$ cat src/rtl/pwf_pkg.sv
package pwf_pkg;

   // How the window pointer moves on a clock edge
   typedef enum logic [1:0] {
      WSTEP_HOLD = 2'd0,
      WSTEP_ONE  = 2'd1,
      WSTEP_PAIR = 2'd2,
      WSTEP_LOAD = 2'd3
   } win_step_e;

   function automatic win_step_e pick_step(input logic sel, input logic rd, input logic adv);
      if (sel)
         return WSTEP_LOAD;
      else if (rd && adv)
         return WSTEP_PAIR;
      else if (rd)
         return WSTEP_ONE;
      else
         return WSTEP_HOLD;
   endfunction

endpackage

$ cat src/rtl/pwf_flag_store.sv
module pwf_flag_store #(
   parameter int HALF_PAGES = 8,
   parameter int NUM_HALVES = 16,
   localparam int NPAGES = HALF_PAGES * NUM_HALVES,
   localparam int PAGE_W = $clog2(NPAGES)
) (
   input  logic              clk,
   input  logic              rst_n,
   input  logic              set_en,
   input  logic [PAGE_W-1:0] set_page,
   input  logic              clr_all,
   output logic [NPAGES-1:0] flag_q,
   output logic [NPAGES-1:0] flag_eff
);

   for (genvar p = 0; p < NPAGES; p++) begin : g_page
      logic hit;
      assign hit = set_en && (set_page == PAGE_W'(p));

      // A write wins over a same-cycle clear
      always_ff @(posedge clk or negedge rst_n) begin
         if (!rst_n)
            flag_q[p] <= 1'b0;
         else if (hit)
            flag_q[p] <= 1'b1;
         else if (clr_all)
            flag_q[p] <= 1'b0;
      end

      // Forwarded view, so a read sees a write of the same cycle
      assign flag_eff[p] = flag_q[p] | hit;
   end

endmodule

$ cat src/rtl/pwf_window_ctl.sv
module pwf_window_ctl
   import pwf_pkg::*;
#(
   parameter int NUM_HALVES = 16,
   localparam int HALF_W = $clog2(NUM_HALVES)
) (
   input  logic              clk,
   input  logic              rst_n,
   input  logic              sel_stb,
   input  logic [HALF_W-1:0] sel_half,
   input  logic              rd_stb,
   input  logic              rd_adv,
   output logic [HALF_W-1:0] win_lo,
   output logic [HALF_W-1:0] win_hi
);

   win_step_e step;
   logic [HALF_W-1:0] lo_nxt;

   assign step = pick_step(sel_stb, rd_stb, rd_adv);

   always_comb begin
      unique case (step)
         WSTEP_LOAD: lo_nxt = sel_half;
         WSTEP_PAIR: lo_nxt = win_lo + HALF_W'(2);
         WSTEP_ONE:  lo_nxt = win_lo + HALF_W'(1);
         default:    lo_nxt = win_lo;
      endcase
   end

   always_ff @(posedge clk or negedge rst_n) begin
      if (!rst_n)
         win_lo <= '0;
      else
         win_lo <= lo_nxt;
   end

   // Power-of-two count: the wrap is the natural overflow
   assign win_hi = win_lo + HALF_W'(1);

endmodule

$ cat src/rtl/pwf_read_port.sv
module pwf_read_port #(
   parameter int HALF_PAGES = 8,
   parameter int NUM_HALVES = 16,
   localparam int NPAGES = HALF_PAGES * NUM_HALVES,
   localparam int HALF_W = $clog2(NUM_HALVES),
   localparam int WORD_W = 2 * HALF_PAGES
) (
   input  logic              clk,
   input  logic              rst_n,
   input  logic              rd_stb,
   input  logic [NPAGES-1:0] flag_eff,
   input  logic [HALF_W-1:0] win_lo,
   input  logic [HALF_W-1:0] win_hi,
   output logic [WORD_W-1:0] rd_data,
   output logic              rd_valid
);

   logic [HALF_PAGES-1:0] lo_bits;
   logic [HALF_PAGES-1:0] hi_bits;

   always_comb begin
      lo_bits = '0;
      hi_bits = '0;
      for (int h = 0; h < NUM_HALVES; h++) begin
         if (HALF_W'(h) == win_lo)
            lo_bits = flag_eff[h*HALF_PAGES +: HALF_PAGES];
         if (HALF_W'(h) == win_hi)
            hi_bits = flag_eff[h*HALF_PAGES +: HALF_PAGES];
      end
   end

   always_ff @(posedge clk or negedge rst_n) begin
      if (!rst_n) begin
         rd_data  <= '0;
         rd_valid <= 1'b0;
      end else begin
         rd_valid <= rd_stb;
         if (rd_stb)
            rd_data <= {hi_bits, lo_bits};
      end
   end

endmodule

$ cat src/rtl/pwf_scanner.sv
module pwf_scanner #(
   parameter int HALF_PAGES = 8,
   parameter int NUM_HALVES = 16,
   localparam int NPAGES = HALF_PAGES * NUM_HALVES,
   localparam int PAGE_W = $clog2(NPAGES),
   localparam int HALF_W = $clog2(NUM_HALVES),
   localparam int WORD_W = 2 * HALF_PAGES
) (
   input  logic              clk,
   input  logic              rst_n,
   input  logic              wr_stb,
   input  logic [PAGE_W-1:0] wr_page,
   input  logic              sel_stb,
   input  logic [HALF_W-1:0] sel_half,
   input  logic              rd_stb,
   input  logic              rd_adv,
   input  logic              clr_all,
   output logic [WORD_W-1:0] rd_data,
   output logic              rd_valid
);

   // Elaboration-time parameter checks
   if (NUM_HALVES < 2 || (NUM_HALVES & (NUM_HALVES - 1)) != 0) begin : g_bad_halves
      $error("pwf_scanner: NUM_HALVES must be a power of two >= 2");
   end
   if (HALF_PAGES < 1 || (HALF_PAGES & (HALF_PAGES - 1)) != 0) begin : g_bad_pages
      $error("pwf_scanner: HALF_PAGES must be a power of two");
   end

   logic [NPAGES-1:0] flag_q;
   logic [NPAGES-1:0] flag_eff;
   logic [HALF_W-1:0] win_lo;
   logic [HALF_W-1:0] win_hi;

   pwf_flag_store #(.HALF_PAGES(HALF_PAGES), .NUM_HALVES(NUM_HALVES)) store_i (
      .clk      (clk),
      .rst_n    (rst_n),
      .set_en   (wr_stb),
      .set_page (wr_page),
      .clr_all  (clr_all),
      .flag_q   (flag_q),
      .flag_eff (flag_eff)
   );

   pwf_window_ctl #(.NUM_HALVES(NUM_HALVES)) win_i (
      .clk      (clk),
      .rst_n    (rst_n),
      .sel_stb  (sel_stb),
      .sel_half (sel_half),
      .rd_stb   (rd_stb),
      .rd_adv   (rd_adv),
      .win_lo   (win_lo),
      .win_hi   (win_hi)
   );

   pwf_read_port #(.HALF_PAGES(HALF_PAGES), .NUM_HALVES(NUM_HALVES)) rdp_i (
      .clk      (clk),
      .rst_n    (rst_n),
      .rd_stb   (rd_stb),
      .flag_eff (flag_eff),
      .win_lo   (win_lo),
      .win_hi   (win_hi),
      .rd_data  (rd_data),
      .rd_valid (rd_valid)
   );

endmodule

$ cat config.mk
export PLATFORM = sky130hd
export DESIGN_NAME = pwf_scanner
export DESIGN_NICKNAME = d
export VERILOG_FILES = /design/src/rtl/pwf_pkg.sv /design/src/rtl/pwf_flag_store.sv /design/src/rtl/pwf_window_ctl.sv /design/src/rtl/pwf_read_port.sv /design/src/rtl/pwf_scanner.sv
export SDC_FILE = /design/constraint.sdc
export NUM_CORES = 1
export LEC_CHECK = 0
export ABC_AREA = 1
export BUFFER_PORTS_ARGS = -buffer_cell sky130_fd_sc_hd__buf_4
export CAP_MARGIN = 20
export CORE_ASPECT_RATIO = 2
export CORE_MARGIN = 8
export CORE_UTILIZATION = 50
export DETAILED_ROUTE_END_ITERATION = 7
export PLACE_DENSITY_LB_ADDON = 0.05
export SETUP_SLACK_MARGIN = 0.02
export SYNTH_ARGS = -nofsm -noshare
export SYNTH_HDL_FRONTEND = slang
export SYNTH_SLANG_ARGS = --single-unit
$ cat constraint.sdc
create_clock -name clk -period 2.4 [get_ports clk]
set_input_delay 0.12 -clock clk [delete_from_list [all_inputs] [get_ports clk]]
set_output_delay 0.12 -clock clk [all_outputs]
set_load 0.01 [all_outputs]
==> impl_metrics.env <==
export IMPL_status="finished with violations"
export IMPL_violations="design-rule violations, negative setup slack"
export IMPL_ctsLongestPathBuffers=2
export IMPL_min_period_ns=2.561
export IMPL_crit_start="win_i.win_lo[1]"
export IMPL_cellLeakagePower_nw=5.937
export IMPL_max_stage_delay_ns=0.44
export IMPL_synth_top_cells_by_area="dfrtp_1, nand2_1, inv_1"
export IMPL_yosysWarnings=0
export IMPL_end_kind="register"
export IMPL_start_util=0.5103
export IMPL_antenna_found_initial=0
export IMPL_synthesis_area_um2=9296
export IMPL_crit_top_cell="nand2_1"
export IMPL_critPathLaunchType="register"
export IMPL_synthesis_nets=1462
export IMPL_overflow=0
export IMPL_reg2regPathDepth=22
export IMPL_fin_nets=1617
export IMPL_coreArea_um2=18220
export IMPL_period_share=1.067
export IMPL_critPathKind="register to register"
export IMPL_min_path_type="input pin to register"
export IMPL_synthArstFlopShare=1.000
export IMPL_holdPathStages=4
export IMPL_grt_pass1_vias=10002
export IMPL_diodes=0
export IMPL_grt_max_degree=84
export IMPL_ant_nets=0
export IMPL_firstDrtPassIters=8
export IMPL_crit_arrival_ns=2.92
export IMPL_wl_um=35450
export IMPL_drc_errors=2
export IMPL_place_hpwl_um=27030
export IMPL_setup_viol=13
export IMPL_fp_dieArea_um2=23480
export IMPL_setup_ws_ns=-0.1613
export IMPL_cap_viol_max_count=0
export IMPL_yosysTopAreaCell="dfrtp_1"
export IMPL_worst_pin_slew_ns=0.6234
export IMPL_critPathSlowestCell="dfrtp_2"
export IMPL_tritoncts="done"
export IMPL_hp_start="rd_adv"
export IMPL_rsz0062_at_grt="yes"
export IMPL_netlist_area_leader_share=0.4011
export IMPL_synth_distinct_cells=30
export IMPL_portBuffers=34
export IMPL_crit_chain="buf_4 > inv_4 > buf_4 > ha_4 > inv_4 > buf_6 > nor2_4 > buf_4 > clkbuf_16 > a31oi_1 > nand2_1 > nand2_1 > nand2_1 > nand2_1 > nand2_1 > nand2_2 > nand3_2 > nand3_2 > nand2_1 > nand2_1 > nand2_1 > a21oi_2"
export IMPL_synth_ff_type="dfrtp_1"
export IMPL_ys_seq_area_frac=0.4011
export IMPL_cts_root_buf="clkbuf_16"
export IMPL_fmax_mhz=390.4
export IMPL_insertion_delay_ns=0.43
export IMPL_finalNonFillerCells=1823
export IMPL_place_inst=1769
export IMPL_routed_via_density=5.505
export IMPL_numCtsBuffers=17
export IMPL_cts_sinks=149
export IMPL_drive_above_1_share=0.1749
export IMPL_clkTransAtPathRegs_ns=0.07
export IMPL_setup_tns_ns=-0.8806
export IMPL_die_h_um=208.8
export IMPL_fillers=1720
export IMPL_max_slew_margin=0.5844
export IMPL_routabilityCongestion=0.9496
export IMPL_syn_inst=1439
export IMPL_ys_ff_latch=149
export IMPL_avgSynthCellArea_um2=6.460
export IMPL_synth_edf_count=0
export IMPL_cp_num_buf_inv=7
export IMPL_cp_top_family="buffers and inverters"
export IMPL_worstSetupPathDepth=22
export IMPL_drtIter0Drc=753
export IMPL_num_rows=70
export IMPL_critical_path_max_fanout=6
export IMPL_power_mw=7.286
export IMPL_die_w_um=112.4
export IMPL_final_hold_viol_count=0
export IMPL_required_ns=2.76
export IMPL_grt_pass1_wl_um=55410
export IMPL_wl_per_cell_um=19.45
export IMPL_num_vias=10035
export IMPL_power_density_nw_per_um2=616.2
export IMPL_htree_levels=4
export IMPL_final_max_slew_violation_count=0
export IMPL_area_delta_synth_final_pct=27.17
export IMPL_track_usage=0.3090
export IMPL_r2r_start="win_i.win_lo[1]"
export IMPL_ios=35
export IMPL_fin_skew_ns=0.005676
export IMPL_ir_worst_vdd_mv=0.6020
==> timing repair <==
action                                  4_1_cts  5_1_grt
setup buffers                                 5        7
resized for setup                            44       32
endpoints found under the setup margin       16       16
hold buffers                                  8        0
cloned                                        1        1
pin swaps                                     7       17
hold endpoints to repair                     59        0
==> sequential cells by signal (all words and copies together) (netlist names) <==
signal	cells
rdp_i.rd_data	16
rdp_i.rd_valid	1
win_i.win_lo	4
store_i.flag_q	128
==> where the power goes <==
part / leakage [nW] / switching [mW] / internal (mW) / total, mW
Clock: 0.279 / 1.26 / 1.48 / 2.74
Combinational: 3.62 / 1.14 / 0.739 / 1.88
Sequential: 2.04 / 0.0651 / 2.60 / 2.67
Total: 5.94 / 2.47 / 4.82 / 7.29
==> path summary, 6_finish.rpt <==
check / end / slack (ns)
max reg2reg: rdp_i.rd_data[8] / -0.16
max in group asynchronous: store_i.flag_q[35] / 1.36
min reg2reg: rdp_i.rd_data[15] / 0.49
min in group asynchronous: store_i.flag_q[1] / 0.23
min: win_i.win_lo[1] / 0.01
max: rdp_i.rd_data[8] / -0.16
==> kinds of logic (layout without fill, tap and decap cells) <==
kind of cell | after synthesis | after routing | synth area share
buffers and inverters | 253 | 421 | 0.1061
AO/OA/AOI/OAI | 264 | 264 | 0.1489
adder cells (fa/ha/maj) | 5 | 5 | 0.006729
flip-flops | 149 | 149 | 0.4011
AND/OR/NAND/NOR | 768 | 768 | 0.3373
==> cells in the mapped netlist, types with 4 or more instances <==
| cell | n |
|---|---|
| a31oi_1 | 12 |
| nand3_1 | 83 |
| clkbuf_1 | 28 |
| nor2_1 | 151 |
| nand4_1 | 14 |
| o21ai_0 | 91 |
| nor3_1 | 4 |
| dfrtp_1 | 149 |
| a21oi_1 | 126 |
| inv_1 | 194 |
| ha_1 | 5 |
| nor2_2 | 10 |
| buf_2 | 8 |
| o22ai_1 | 28 |
| inv_2 | 13 |
| nand2_1 | 494 |
| clkinv_1 | 4 |
==> layer usage <==
layer | wire [um] | part of all wire | up-vias | global-route usage
met5 | 0 | 0 | - | 0
met4 | 3607 | 0.10 | 0 | 0.2760
met3 | 1577 | 0.044 | 152 | 0.04044
met2 | 17810 | 0.50 | 400 | 0.5402
met1 | 12450 | 0.35 | 4629 | 0.3149
li1 | - | - | 4854 | -
==> worst register-to-register path, stage by stage, from the launching register on <==
cell and delay (ns):
dfrtp_2 0.44, buf_4 0.15, inv_4 0.04, buf_4 0.13
ha_4 0.18, inv_4 0.09, buf_6 0.14, nor2_4 0.05
buf_4 0.15, clkbuf_16 0.15, a31oi_1 0.13, nand2_1 0.08
nand2_1 0.08, nand2_1 0.05, nand2_1 0.05, nand2_1 0.06
nand2_2 0.06, nand3_2 0.11, nand3_2 0.09, nand2_1 0.05
nand2_1 0.05, nand2_1 0.07, a21oi_2 0.12
==> area by class of cell <==
cell class,count,area [um2],area share
multi-input combinational,1037,4798,0.4059
sequential,149,3731,0.3156
timing repair buffer,178,1628,0.1377
inverter,211,810.8,0.06858
clock buffer,17,425.4,0.03598
tap,216,270.3,0.02286
clock inverter,15,158.9,0.01344
==> stage by stage <==
stage	setup WS (ns)	cell area (um2)	util	hold WS [ns]
6_report	-0.1613	11820	0.6490	0.01268
2_1_floorplan	0.1048	9296	-	-0.1756
4_1_cts	-0.1030	11640	0.6387	0.003259
5_1_grt	-0.3363	11820	0.6490	0.03215
3_3_place_gp	-0.1661	10750	0.5900	0.1405
3_5_place_dp	-0.2476	10750	0.5900	0.1361
==> cell usage in the layout (no fill, tap or decap), types with 13 or more instances in the layout <==
| cell type | count |
|---|---|
| o22ai_1 | 28 |
| inv_2 | 14 |
| a21oi_1 | 119 |
| inv_1 | 189 |
| buf_4 | 144 |
| nand3_1 | 77 |
| clkbuf_16 | 18 |
| nand4_1 | 14 |
| nand2_1 | 481 |
| dfrtp_1 | 147 |
| nor2_1 | 146 |
| buf_12 | 16 |
| o21ai_0 | 90 |
| nand2_2 | 13 |
No activity file was read; power rests on OpenSTA's default activity.
